<file path="src/rtl/wi_cache_pkg.sv">
package wi_cache_pkg;

   typedef enum logic [1:0] {
      LN_INV = 2'b00,
      LN_SHR = 2'b01,
      LN_EXC = 2'b10
   } line_state_e;

   typedef enum logic [1:0] {
      BOP_NONE   = 2'b00,
      BOP_RDMISS = 2'b01,
      BOP_WRMISS = 2'b10,
      BOP_WBACK  = 2'b11
   } bus_op_e;

   typedef enum logic [1:0] {
      ACT_RD_HIT      = 2'b00,
      ACT_WR_HIT      = 2'b01,
      ACT_FETCH       = 2'b10,
      ACT_EVICT_FETCH = 2'b11
   } access_act_e;

   typedef enum logic [1:0] {
      SQ_IDLE = 2'b00,
      SQ_WB   = 2'b01,
      SQ_MISS = 2'b10
   } seq_state_e;

endpackage

</file>
<file path="src/rtl/wi_line_store.sv">
module wi_line_store
   import wi_cache_pkg::*;
#(
   parameter int IDX_W  = 3,
   parameter int TAG_W  = 9,
   parameter int DATA_W = 32
) (
   input  logic              clk,
   input  logic              rst_n,
   input  logic [IDX_W-1:0]  rd_idx,
   output line_state_e       rd_state,
   output logic [TAG_W-1:0]  rd_tag,
   output logic [DATA_W-1:0] rd_data,
   input  logic              wr_en,
   input  logic              wr_fill,
   input  logic [IDX_W-1:0]  wr_idx,
   input  line_state_e       wr_state,
   input  logic [TAG_W-1:0]  wr_tag,
   input  logic [DATA_W-1:0] wr_data
);
   localparam int LINES = 1 << IDX_W;

   line_state_e       st_arr  [LINES];
   logic [TAG_W-1:0]  tag_arr [LINES];
   logic [DATA_W-1:0] dat_arr [LINES];

   for (genvar g = 0; g < LINES; g++) begin : g_line
      line_state_e       st_q;
      logic [TAG_W-1:0]  tag_q;
      logic [DATA_W-1:0] dat_q;
      logic              hit_w;

      assign hit_w = wr_en && (wr_idx == IDX_W'(g));

      always_ff @(posedge clk or negedge rst_n) begin
         if (!rst_n)     st_q <= LN_INV;
         else if (hit_w) st_q <= wr_state;
      end

      always_ff @(posedge clk) begin
         if (hit_w && wr_fill) begin
            tag_q <= wr_tag;
            dat_q <= wr_data;
         end
      end

      assign st_arr[g]  = st_q;
      assign tag_arr[g] = tag_q;
      assign dat_arr[g] = dat_q;
   end

   assign rd_state = st_arr[rd_idx];
   assign rd_tag   = tag_arr[rd_idx];
   assign rd_data  = dat_arr[rd_idx];

   always_ff @(posedge clk) begin
      if (rst_n && wr_en)
         assert_state_legal_R1: assert (wr_state != line_state_e'(2'b11))
            else $error("illegal line state written");
   end
endmodule

</file>
<file path="src/rtl/wi_lookup.sv">
module wi_lookup
   import wi_cache_pkg::*;
#(
   parameter int TAG_W = 9
) (
   input  line_state_e      line_st,
   input  logic [TAG_W-1:0] line_tag,
   input  logic [TAG_W-1:0] req_tag,
   input  logic             req_we,
   output access_act_e      act
);
   logic match;
   assign match = (line_st != LN_INV) && (line_tag == req_tag);

   always_comb begin
      if (match && !req_we)
         act = ACT_RD_HIT;
      else if (match && line_st == LN_EXC)
         act = ACT_WR_HIT;
      else if (!match && line_st == LN_EXC)
         act = ACT_EVICT_FETCH;
      else
         act = ACT_FETCH;
   end
endmodule

</file>
<file path="src/rtl/wi_sequencer.sv">
module wi_sequencer
   import wi_cache_pkg::*;
(
   input  logic        clk,
   input  logic        rst_n,
   input  logic        req_valid,
   input  access_act_e act,
   input  logic        xfer_done,
   output seq_state_e  sq
);
   seq_state_e sq_d;

   always_comb begin
      sq_d = sq;
      case (sq)
         SQ_IDLE: if (req_valid) begin
            if (act == ACT_EVICT_FETCH) sq_d = SQ_WB;
            else if (act == ACT_FETCH)  sq_d = SQ_MISS;
         end
         SQ_WB:   if (xfer_done) sq_d = SQ_MISS;
         SQ_MISS: if (xfer_done) sq_d = SQ_IDLE;
         default: sq_d = SQ_IDLE;
      endcase
   end

   always_ff @(posedge clk or negedge rst_n) begin
      if (!rst_n) sq <= SQ_IDLE;
      else        sq <= sq_d;
   end

   assert_wb_then_miss_R5: assert property (@(posedge clk) disable iff (!rst_n)
      (sq == SQ_WB && xfer_done) |=> (sq == SQ_MISS))
      else $error("write-back not followed by miss");
endmodule

</file>
<file path="src/rtl/wi_cache_ctrl.sv">
module wi_cache_ctrl
   import wi_cache_pkg::*;
#(
   parameter int ADDR_W = 12,
   parameter int IDX_W  = 3,
   parameter int DATA_W = 32
) (
   input  logic              clk,
   input  logic              rst_n,
   input  logic              cpu_valid,
   input  logic              cpu_we,
   input  logic [ADDR_W-1:0] cpu_addr,
   input  logic [DATA_W-1:0] cpu_wdata,
   output logic [DATA_W-1:0] cpu_rdata,
   output logic              cpu_ready,
   output logic              bus_req,
   output logic [1:0]        bus_op,
   output logic [ADDR_W-1:0] bus_addr,
   output logic [DATA_W-1:0] bus_wdata,
   input  logic              bus_gnt,
   input  logic              bus_done,
   input  logic [DATA_W-1:0] bus_rdata
);
   localparam int TAG_W = ADDR_W - IDX_W;

   if (IDX_W < 1 || IDX_W >= ADDR_W) begin : g_bad_idx
      $error("IDX_W must be between 1 and ADDR_W-1");
   end
   if (DATA_W < 1) begin : g_bad_data
      $error("DATA_W must be positive");
   end

   logic [IDX_W-1:0]  idx;
   logic [TAG_W-1:0]  tag;
   line_state_e       l_st;
   logic [TAG_W-1:0]  l_tag;
   logic [DATA_W-1:0] l_data;
   access_act_e       act;
   seq_state_e        sq;
   logic              xfer_done;

   logic              wr_en, wr_fill;
   line_state_e       wr_state;
   logic [DATA_W-1:0] wr_data;

   assign idx       = cpu_addr[IDX_W-1:0];
   assign tag       = cpu_addr[ADDR_W-1:IDX_W];
   assign xfer_done = bus_req && bus_gnt && bus_done;

   wi_line_store #(.IDX_W(IDX_W), .TAG_W(TAG_W), .DATA_W(DATA_W)) i_store (
      .clk, .rst_n,
      .rd_idx  (idx),
      .rd_state(l_st),
      .rd_tag  (l_tag),
      .rd_data (l_data),
      .wr_en   (wr_en),
      .wr_fill (wr_fill),
      .wr_idx  (idx),
      .wr_state(wr_state),
      .wr_tag  (tag),
      .wr_data (wr_data)
   );

   wi_lookup #(.TAG_W(TAG_W)) i_lookup (
      .line_st (l_st),
      .line_tag(l_tag),
      .req_tag (tag),
      .req_we  (cpu_we),
      .act     (act)
   );

   wi_sequencer i_seq (
      .clk, .rst_n,
      .req_valid(cpu_valid),
      .act      (act),
      .xfer_done(xfer_done),
      .sq       (sq)
   );

   always_comb begin
      wr_en    = 1'b0;
      wr_fill  = 1'b0;
      wr_state = l_st;
      wr_data  = cpu_wdata;
      case (sq)
         SQ_IDLE: if (cpu_valid && act == ACT_WR_HIT) begin
            wr_en    = 1'b1;
            wr_fill  = 1'b1;
            wr_state = LN_EXC;
         end
         SQ_WB: if (xfer_done) begin
            wr_en    = 1'b1;
            wr_state = LN_INV;
         end
         SQ_MISS: if (xfer_done) begin
            wr_en    = 1'b1;
            wr_fill  = 1'b1;
            wr_state = cpu_we ? LN_EXC : LN_SHR;
            wr_data  = cpu_we ? cpu_wdata : bus_rdata;
         end
         default: ;
      endcase
   end

   assign cpu_ready = (sq == SQ_IDLE) && cpu_valid &&
                      (act == ACT_RD_HIT || act == ACT_WR_HIT);
   assign cpu_rdata = l_data;

   assign bus_req   = (sq != SQ_IDLE);
   assign bus_op    = (sq == SQ_WB)   ? BOP_WBACK :
                      (sq == SQ_MISS) ? (cpu_we ? BOP_WRMISS : BOP_RDMISS) : BOP_NONE;
   assign bus_addr  = (sq == SQ_WB) ? {l_tag, idx} : cpu_addr;
   assign bus_wdata = l_data;

   assert_ready_excl_bus_R10: assert property (@(posedge clk) disable iff (!rst_n)
      cpu_ready |-> !bus_req)
      else $error("ready during bus sequence");

   assert_req_coded_R10: assert property (@(posedge clk) disable iff (!rst_n)
      bus_req |-> (bus_op != 2'b00))
      else $error("bus request without transaction code");

   assert_hold_until_done_R10: assert property (@(posedge clk) disable iff (!rst_n)
      (bus_req && !(bus_gnt && bus_done)) |=>
         (bus_req && $stable(bus_op) && $stable(bus_addr)))
      else $error("transaction changed before done");

   assert_wb_chains_miss_R9: assert property (@(posedge clk) disable iff (!rst_n)
      (bus_req && bus_op == 2'b11 && bus_gnt && bus_done) |=>
         (bus_req && bus_op != 2'b11))
      else $error("write-back not chained to miss");

   assert_miss_ends_seq_R2: assert property (@(posedge clk) disable iff (!rst_n)
      (bus_req && bus_op != 2'b11 && bus_gnt && bus_done) |=> !bus_req)
      else $error("sequence continues after miss");
endmodule

</file>
<file path="config.mk">
export PLATFORM = sky130hd
export DESIGN_NAME = wi_cache_ctrl
export DESIGN_NICKNAME = d
export VERILOG_FILES = /design/src/rtl/wi_cache_pkg.sv /design/src/rtl/wi_line_store.sv /design/src/rtl/wi_lookup.sv /design/src/rtl/wi_sequencer.sv /design/src/rtl/wi_cache_ctrl.sv
export SDC_FILE = /design/constraint.sdc
export NUM_CORES = 1
export LEC_CHECK = 0
export BUFFER_PORTS_ARGS = -buffer_cell sky130_fd_sc_hd__buf_4
export CAP_MARGIN = 20
export CORE_MARGIN = 2
export CORE_UTILIZATION = 25
export DETAILED_ROUTE_END_ITERATION = 8
export MAX_ROUTING_LAYER = met4
export PLACE_DENSITY = 0.5
export SYNTH_ARGS = -nofsm -noshare
export SYNTH_HDL_FRONTEND = slang
export SYNTH_SLANG_ARGS = --single-unit
</file>
<file path="constraint.sdc">
create_clock -name clk -period 7.1 [get_ports clk]
set_clock_uncertainty 0.05 [all_clocks]
set_input_delay 0.355 -clock clk [delete_from_list [all_inputs] [get_ports clk]]
set_output_delay 0.355 -clock clk [all_outputs]
set_load 0.01 [all_outputs]
</file>
Yosys cells after proc, flatten, opt, wreduce, memory -nomap -nowiden:

Cells that the tools add are included.

* reductions and logical operators: 35
* muxes and demuxes: 33
* order comparisons: 1
* eq/ne operators: 18
* bitwise operators: 1

Operators by type and width (number)
* $mux 32: 5
* $bmux 32 s3: 1
* $mux 2: 15
* $bmux 9 s3: 1
* $logic_and 1x1->1: 25
* $mux 9: 2
* $eq 3x3->1 const B: 4
* $mux 12: 1
* $pmux 2 s3: 2
* $eq 9x9->1: 1
* $eq 2x2->1 const B: 4
* $bmux 2 s3: 1
* $eq 3x2->1 const B: 2
* $eq 2x1->1 const B: 2
* $ge 4x4->1 const B: 1
* $logic_not 2->1: 2
* $ne 2x1->1 const B: 2
* $not 3->4: 1
* $pmux 1 s2: 2
* $reduce_and 4->1: 1
* $reduce_bool 2->1: 2
* $eq 3x1->1 const B: 1
* $logic_not 3->1: 1
* $mux 1: 3
* other kinds (5): 6

* input port bits: 82
* flip-flop bits (word level): 346
* logic and storage cells: 113

Depth between registers and ports, before layout:

* depth after elaboration: 17
* mapped depth: 11

Hierarchy:

From an unflattened synthesis, not the netlist that was laid out.

* cell total of the unflattened synthesis: 671
* area, all modules: 14777.9 µm²

Modules (own cells, without submodules)
* wi_line_store: area an instance 13419.1 µm², times used 1, seq. area each 10249.8 µm², cells each 539
* wi_cache_ctrl: area an instance 1128.6 µm², times used 1, seq. area each 0.0 µm², cells each 107
* wi_lookup: area an instance 126.4 µm², times used 1, seq. area each 0.0 µm², cells each 16
* wi_sequencer: area an instance 103.8 µm², times used 1, seq. area each 50.0 µm², cells each 9

Worst setup path before layout:

Ideal clock, no wire load.

* path type: input port to flip-flop
* start point: input cpu_addr[2]
* end point: register i_store.g_line[0].dat_q[0] (enable)
* library setup time: 0.541 ns
* slack: 0.199 ns
* path buffers: 2
* data arrival time: 6.309 ns
* stages on the path: 10
* cell sequence: buf_2 buf_4 mux2_2 o22a_1 o21ai_0 xnor2_1 nand4_1 nor4_4 a21oi_1 nor4_1

* cells in the longest elaborated chain, start to end: 17
* elaborated cells on any way between the ends: 26
* classes of those cells: eq/ne (3); mux (12); bitwise (1); reduce/logical (10)

RTL lines
* from (decl): line wi_cache_ctrl.sv:12 `input logic [ADDR_W-1:0] cpu_addr,`
* $not 3->4 (implied by the code): line wi_line_store.sv:52, wi_line_store.sv:53
* $bmux 9 s3 / $bmux 2 s3 (equally long branches): line wi_line_store.sv:53, wi_line_store.sv:52
* $mux 9 (implied by the code) / $mux 2 (equally long branches) (2 in a row): line wi_line_store.sv:53, wi_line_store.sv:52
* $eq 9x9->1 / $reduce_bool 2->1 (equally long branches): line wi_lookup.sv:13 `assign match = (line_st != LN_INV) && (line_tag == req_tag);`
* $logic_and 1x1->1: line wi_lookup.sv:13
* $logic_not 1->1: line wi_lookup.sv:20 `else if (!match && line_st == LN_EXC)`
* $logic_and 1x1->1: line wi_lookup.sv:20
* $mux 1: line wi_lookup.sv:20
* $mux 2: line wi_lookup.sv:18 `else if (match && line_st == LN_EXC)`
* $mux 2: line wi_lookup.sv:16 `if (match && !req_we)`
* $eq 2x1->1: line wi_cache_ctrl.sv:86 `SQ_IDLE: if (cpu_valid && act == ACT_WR_HIT) begin`
* $logic_and 1x1->1: line wi_cache_ctrl.sv:86
* $mux 1: line wi_cache_ctrl.sv:86
* $pmux 1 s2: line wi_cache_ctrl.sv:85 `case (sq)`
* $logic_and 1x1->1: line wi_line_store.sv:33 `assign hit_w = wr_en && (wr_idx == IDX_W'(g));`
* $logic_and 1x1->1 (*): line wi_line_store.sv:41 `if (hit_w && wr_fill) begin`
* to (signal assigned): line wi_line_store.sv:43 `dat_q <= wr_data;`
* to (decl): line wi_line_store.sv:30 `logic [DATA_W-1:0] dat_q;`

Every way passes the cells marked *; elsewhere a longest branch is shown, timed or not. The select of a mux whose other input is x is not followed.
A chain may end at the register's enable or synchronous reset.

Final worst setup path:

* start point: input cpu_addr[0]
* end point: register i_store.g_line[7].dat_q[14] (enable)

* cells in the longest elaborated chain, start to end: 17
* elaborated cells on any way between the ends: 26
* classes of those cells: eq/ne (4); mux (12); bitwise (1); reduce/logical (9)

RTL lines (line)
* $not 3->4 (implied by the code): wi_line_store.sv:52, wi_line_store.sv:53
* $bmux 9 s3 / $bmux 2 s3 (equally long branches): wi_line_store.sv:53, wi_line_store.sv:52
* $mux 9 (implied by the code) / $mux 2 (equally long branches) (2 in a row): wi_line_store.sv:53, wi_line_store.sv:52
* $eq 9x9->1 / $reduce_bool 2->1 (equally long branches): wi_lookup.sv:13
* $logic_and 1x1->1: wi_lookup.sv:13
* $logic_not 1->1: wi_lookup.sv:20
* $logic_and 1x1->1: wi_lookup.sv:20
* $mux 1: wi_lookup.sv:20
* $mux 2: wi_lookup.sv:18
* $mux 2: wi_lookup.sv:16
* $eq 2x1->1: wi_cache_ctrl.sv:86
* $logic_and 1x1->1: wi_cache_ctrl.sv:86
* $mux 1: wi_cache_ctrl.sv:86
* $pmux 1 s2: wi_cache_ctrl.sv:85
* $logic_and 1x1->1: wi_line_store.sv:33
* $logic_and 1x1->1 (*): wi_line_store.sv:41
* to (signal assigned): wi_line_store.sv:43
* to (decl): wi_line_store.sv:30

Marked as above.

==> results.py <==
metrics = {
    "layout": {
        "fin_util_pct": 30.8,
        "layout.area.seq_um2": 10300,
        "multiInputGateArea_um2": 3680,
        "fin_area_um2": 17400,
        "layout-drive-gt1-share_pct": 39.2,
        "antenna_cells": 0,
        "fin_cells": 1725,
        "nFillCells": 5599,
        "area_growth_pct": 21.2,
        "final_net_count": 1029,
    },
    "floorplan": {
        "fp.dieW_um": 244,
        "die_area_um2": 59500,
        "core_area_um2": 56600,
        "rows": 87,
        "die_h_um": 244,
        "io_pins": 162,
        "start_util_pct": 25.4,
    },
    "critical_path": {
        "crit_top_cell": "buf_4",
        "worstPathArrival_ns": 4.15,
        "path_cells": "buf_4 -> buf_4 -> o221ai_1 -> a22oi_1 -> xnor2_1 -> nand2_1 -> nor4_4 -> a21oi_1 -> nor3_2 -> buf_4",
        "path_class": "primary input to flop",
        "crit_buf_inv": 3,
        "slowest_stage": "buf_4",
        "end_kind": "flop",
        "cpPeakStageDelay_ns": 0.68,
        "critPathLaunchType": "primary input",
        "critPathTopFamily": "buffers and inverters",
        "required_ns": 7.19,
        "cp_max_fo": 55,
    },
    "global_routing": {
        "track_usage_pct": 11.6,
        "grt_pass1_wl_um": 50000,
        "grt-ovfl-total": 0,
        "grt_pass1_vias": 7851,
        "grt_use_met3_pct": 2.49,
        "grt_antenna_before_repair": 0,
        "gr-usage-met1_pct": 15.2,
        "top_usage_layer": "met2",
        "grtUsageMet2_pct": 18.3,
        "grt_start_max_net_pins": 63,
    },
    "placed_design": {
        "io_buffers": 161,
        "dpl_cell_area_um2": 16300,
        "dp_slack_ns": 2.39,
        "place_congestion": 0.755,
        "dp_hpwl_um": 21300,
        "place_inst": 1659,
    },
    "timing": {
        "whs_ns": 0.0322,
        "tns_ns": 0,
        "finalMaxSlewViolations": 0,
        "max_freq_mhz": 247,
        "post-route-period-util_pct": 57.1,
        "max-slew-margin-rel_pct": 30.8,
        "finalHoldViolCount": 0,
        "setup_violations": 0,
        "tightest_slew_ns": 1.04,
        "rsz0062_at_grt": "no",
        "period_minus_slack_ns": 4.05,
        "finalWorstSetupSlack_ns": 3.05,
    },
    "detailed_routing": {
        "viasPerCell": 4.34,
        "drc": 0,
        "drtAntennaViolNets": 0,
        "wirelength_um": 33500,
        "drtPass1Iterations": 5,
        "drtIter0Drc": 543,
        "vias": 7480,
        "wl_per_cell_um": 19.4,
    },
    "cts": {
        "tritoncts.num_buffers": 37,
        "clk_pin_slew_ns": 0.06,
        "cts_tree": "built",
        "clk_latency_ns": 0.53,
        "clockRootBuffer": "clkbuf_16",
        "cts_setup_buffers": 0,
        "clock_path_buffers": 3,
        "clock_sinks": 346,
        "h-tree-depth": 2,
    },
    "synthesis": {
        "synth-edff-count": 328,
        "synth_fp_nets": 880,
        "syn-cell-area_um2": 14400,
        "ys_seq_area_share_pct": 71.6,
        "yosys_warnings": 0,
        "synth_flop_cell": "edfxtp_1",
        "synth_cells": 794,
        "synth.distinct_cells": 43,
        "synthArstFlopShare_pct": 5.20,
        "ys_seq_elements": 346,
        "syn_area_per_cell_um2": 18.1,
    },
    "power_and_ir_drop": {
        "peakVddDrop_uv": 150,
        "power.density_nw_per_um2": 260,
        "p_leak_nw": 6.01,
        "combPwrFrac_pct": 10.7,
        "netSwitchingFraction_pct": 22.7,
        "internal-power_mw": 3.51,
        "power_mw": 4.54,
        "pwr-share-clk_pct": 38.5,
        "power_frac_seq_pct": 50.8,
        "p_switching_mw": 1.03,
    },
    "min_path": {
        "hp-class": "primary input to flop",
    },
    "run": {
        "maxCapViolCount": 0,
    },
    "run_status": {
        "status": "completed",
    },
}
==> state kept, by name, indices dropped and copies added (netlist names) <==
| signal | count |
|---|---|
| i_store.g_line.dat_q | 256 |
| i_store.g_line.tag_q | 72 |
| i_store.g_line.st_q | 16 |
| i_seq.sq | 2 |
==> cells in the final DEF, fill, tap and decap left out, types with 5 or more instances in the layout <==
cell | synthesis | layout
inv_1 | 8 | 8
edfxtp_1 | 328 | 328
nand2_1 | 103 | 103
clkbuf_16 | 0 | 39
o211ai_1 | 9 | 9
xnor2_1 | 5 | 5
clkbuf_1 | 23 | 16
o21ai_0 | 5 | 5
buf_4 | 38 | 183
nor2_1 | 12 | 11
nand2b_1 | 8 | 8
clkinv_2 | 0 | 5
nor3_1 | 9 | 5
dfrtp_1 | 18 | 18
mux2_2 | 67 | 67
mux4_2 | 71 | 71
a21oi_1 | 6 | 6
mux2i_1 | 16 | 16
o22ai_1 | 6 | 6
==> layer usage <==
metal / wire length, um / vias to the layer above
met5: 0 / -
met3: 1980 / 44
met2: 16200 / 216
met1: 14800 / 3830
met4: 529 / 0
li1: - / 3390
==> worst reg2reg max path, cell delays in order, from the launching register on <==
cell and delay (ns):
dfrtp_1 0.38, mux4_2 0.49, nand2_1 0.08, and2_1 0.21, nor2b_1 0.32, nand4_1 0.29
nor4_4 0.42, a21oi_1 0.32, nor3_2 0.28, buf_4 0.51
==> kinds of logic after synthesis <==
logic type	synth area share, %
xor gates and xnor gates	0.365
AOI/OAI and AO/OA	2.10
and+or+nand+nor	4.96
DFF	71.6
muxes	17.5
adders and majority gates	0.348
buffers and inverters	3.20
==> power by group through the flow <==
| stage | sequential (mW) | combinational, mW | clock, mW |
|---|---|---|---|
| finish | 2.30 | 0.486 | 1.75 |
| floorplan | 2.34 | 0.297 | 0 |
| global placement | 2.35 | 0.493 | 0 |
| CTS | 2.30 | 0.497 | 1.80 |
| global route | 2.31 | 0.532 | 1.89 |
| detailed placement | 2.35 | 0.495 | 0 |
==> repair_timing <==
action	CTS	global route
hold buffers	1	0
gates resized for setup	0	0
endpoints found under the hold margin	18	0
==> worst paths after layout <==
| check | startpoint | end | slack [ns] | cells past startpoint |
|---|---|---|---|---|
| min reg2reg | i_store.g_line[1].st_q[1] | i_store.g_line[1].st_q[1] | 0.45 | 1 |
| max in group asynchronous | rst_n | i_seq.sq[1] | 6.61 | 2 |
| min | cpu_addr[5] | i_store.g_line[6].tag_q[2] | 0.03 | 1 |
| max reg2reg | i_store.g_line[7].st_q[0] | i_store.g_line[7].dat_q[14] | 3.36 | 9 |
| max | cpu_addr[0] | i_store.g_line[7].dat_q[14] | 3.05 | 10 |
| min in group asynchronous | rst_n | i_store.g_line[0].st_q[1] | 0.19 | 2 |
==> synth_stat cells (3+ instances only) <==
| cell | n | area share (%) |
|---|---|---|
| edfxtp_1 | 328 | 68 |
| nand2_1 | 103 | 2.7 |
| mux4_2 | 71 | 11 |
| mux2_2 | 67 | 5.2 |
| buf_4 | 38 | 2.0 |
| clkbuf_1 | 23 | 0.60 |
| dfrtp_1 | 18 | 3.1 |
| mux2i_1 | 16 | 1.1 |
| nor2_1 | 12 | 0.31 |
| nor3_1 | 9 | 0.31 |
| o211ai_1 | 9 | 0.47 |
| buf_1 | 8 | 0.21 |
| inv_1 | 8 | 0.21 |
| nand2b_1 | 8 | 0.35 |
| a21oi_1 | 6 | 0.21 |
| o22ai_1 | 6 | 0.26 |
| buf_2 | 5 | 0.17 |
| nor4_1 | 5 | 0.22 |
| o21ai_0 | 5 | 0.17 |
| xnor2_1 | 5 | 0.30 |
| and2_1 | 4 | 0.17 |
| ha_1 | 4 | 0.35 |
| nor2b_1 | 4 | 0.17 |
| a221oi_1 | 3 | 0.18 |
| o21a_1 | 3 | 0.16 |
| o221ai_1 | 3 | 0.18 |
==> final cells by class <==
cell class,count,area share (%)
timing repair buffer,184,7.93
inverter,9,0.194
clock inverter,10,0.330
sequential,346,59.1
clock buffer,55,5.94
multi-input combinational,365,21.1
tap,756,5.42
No activity file was read; power rests on OpenSTA's default activity.
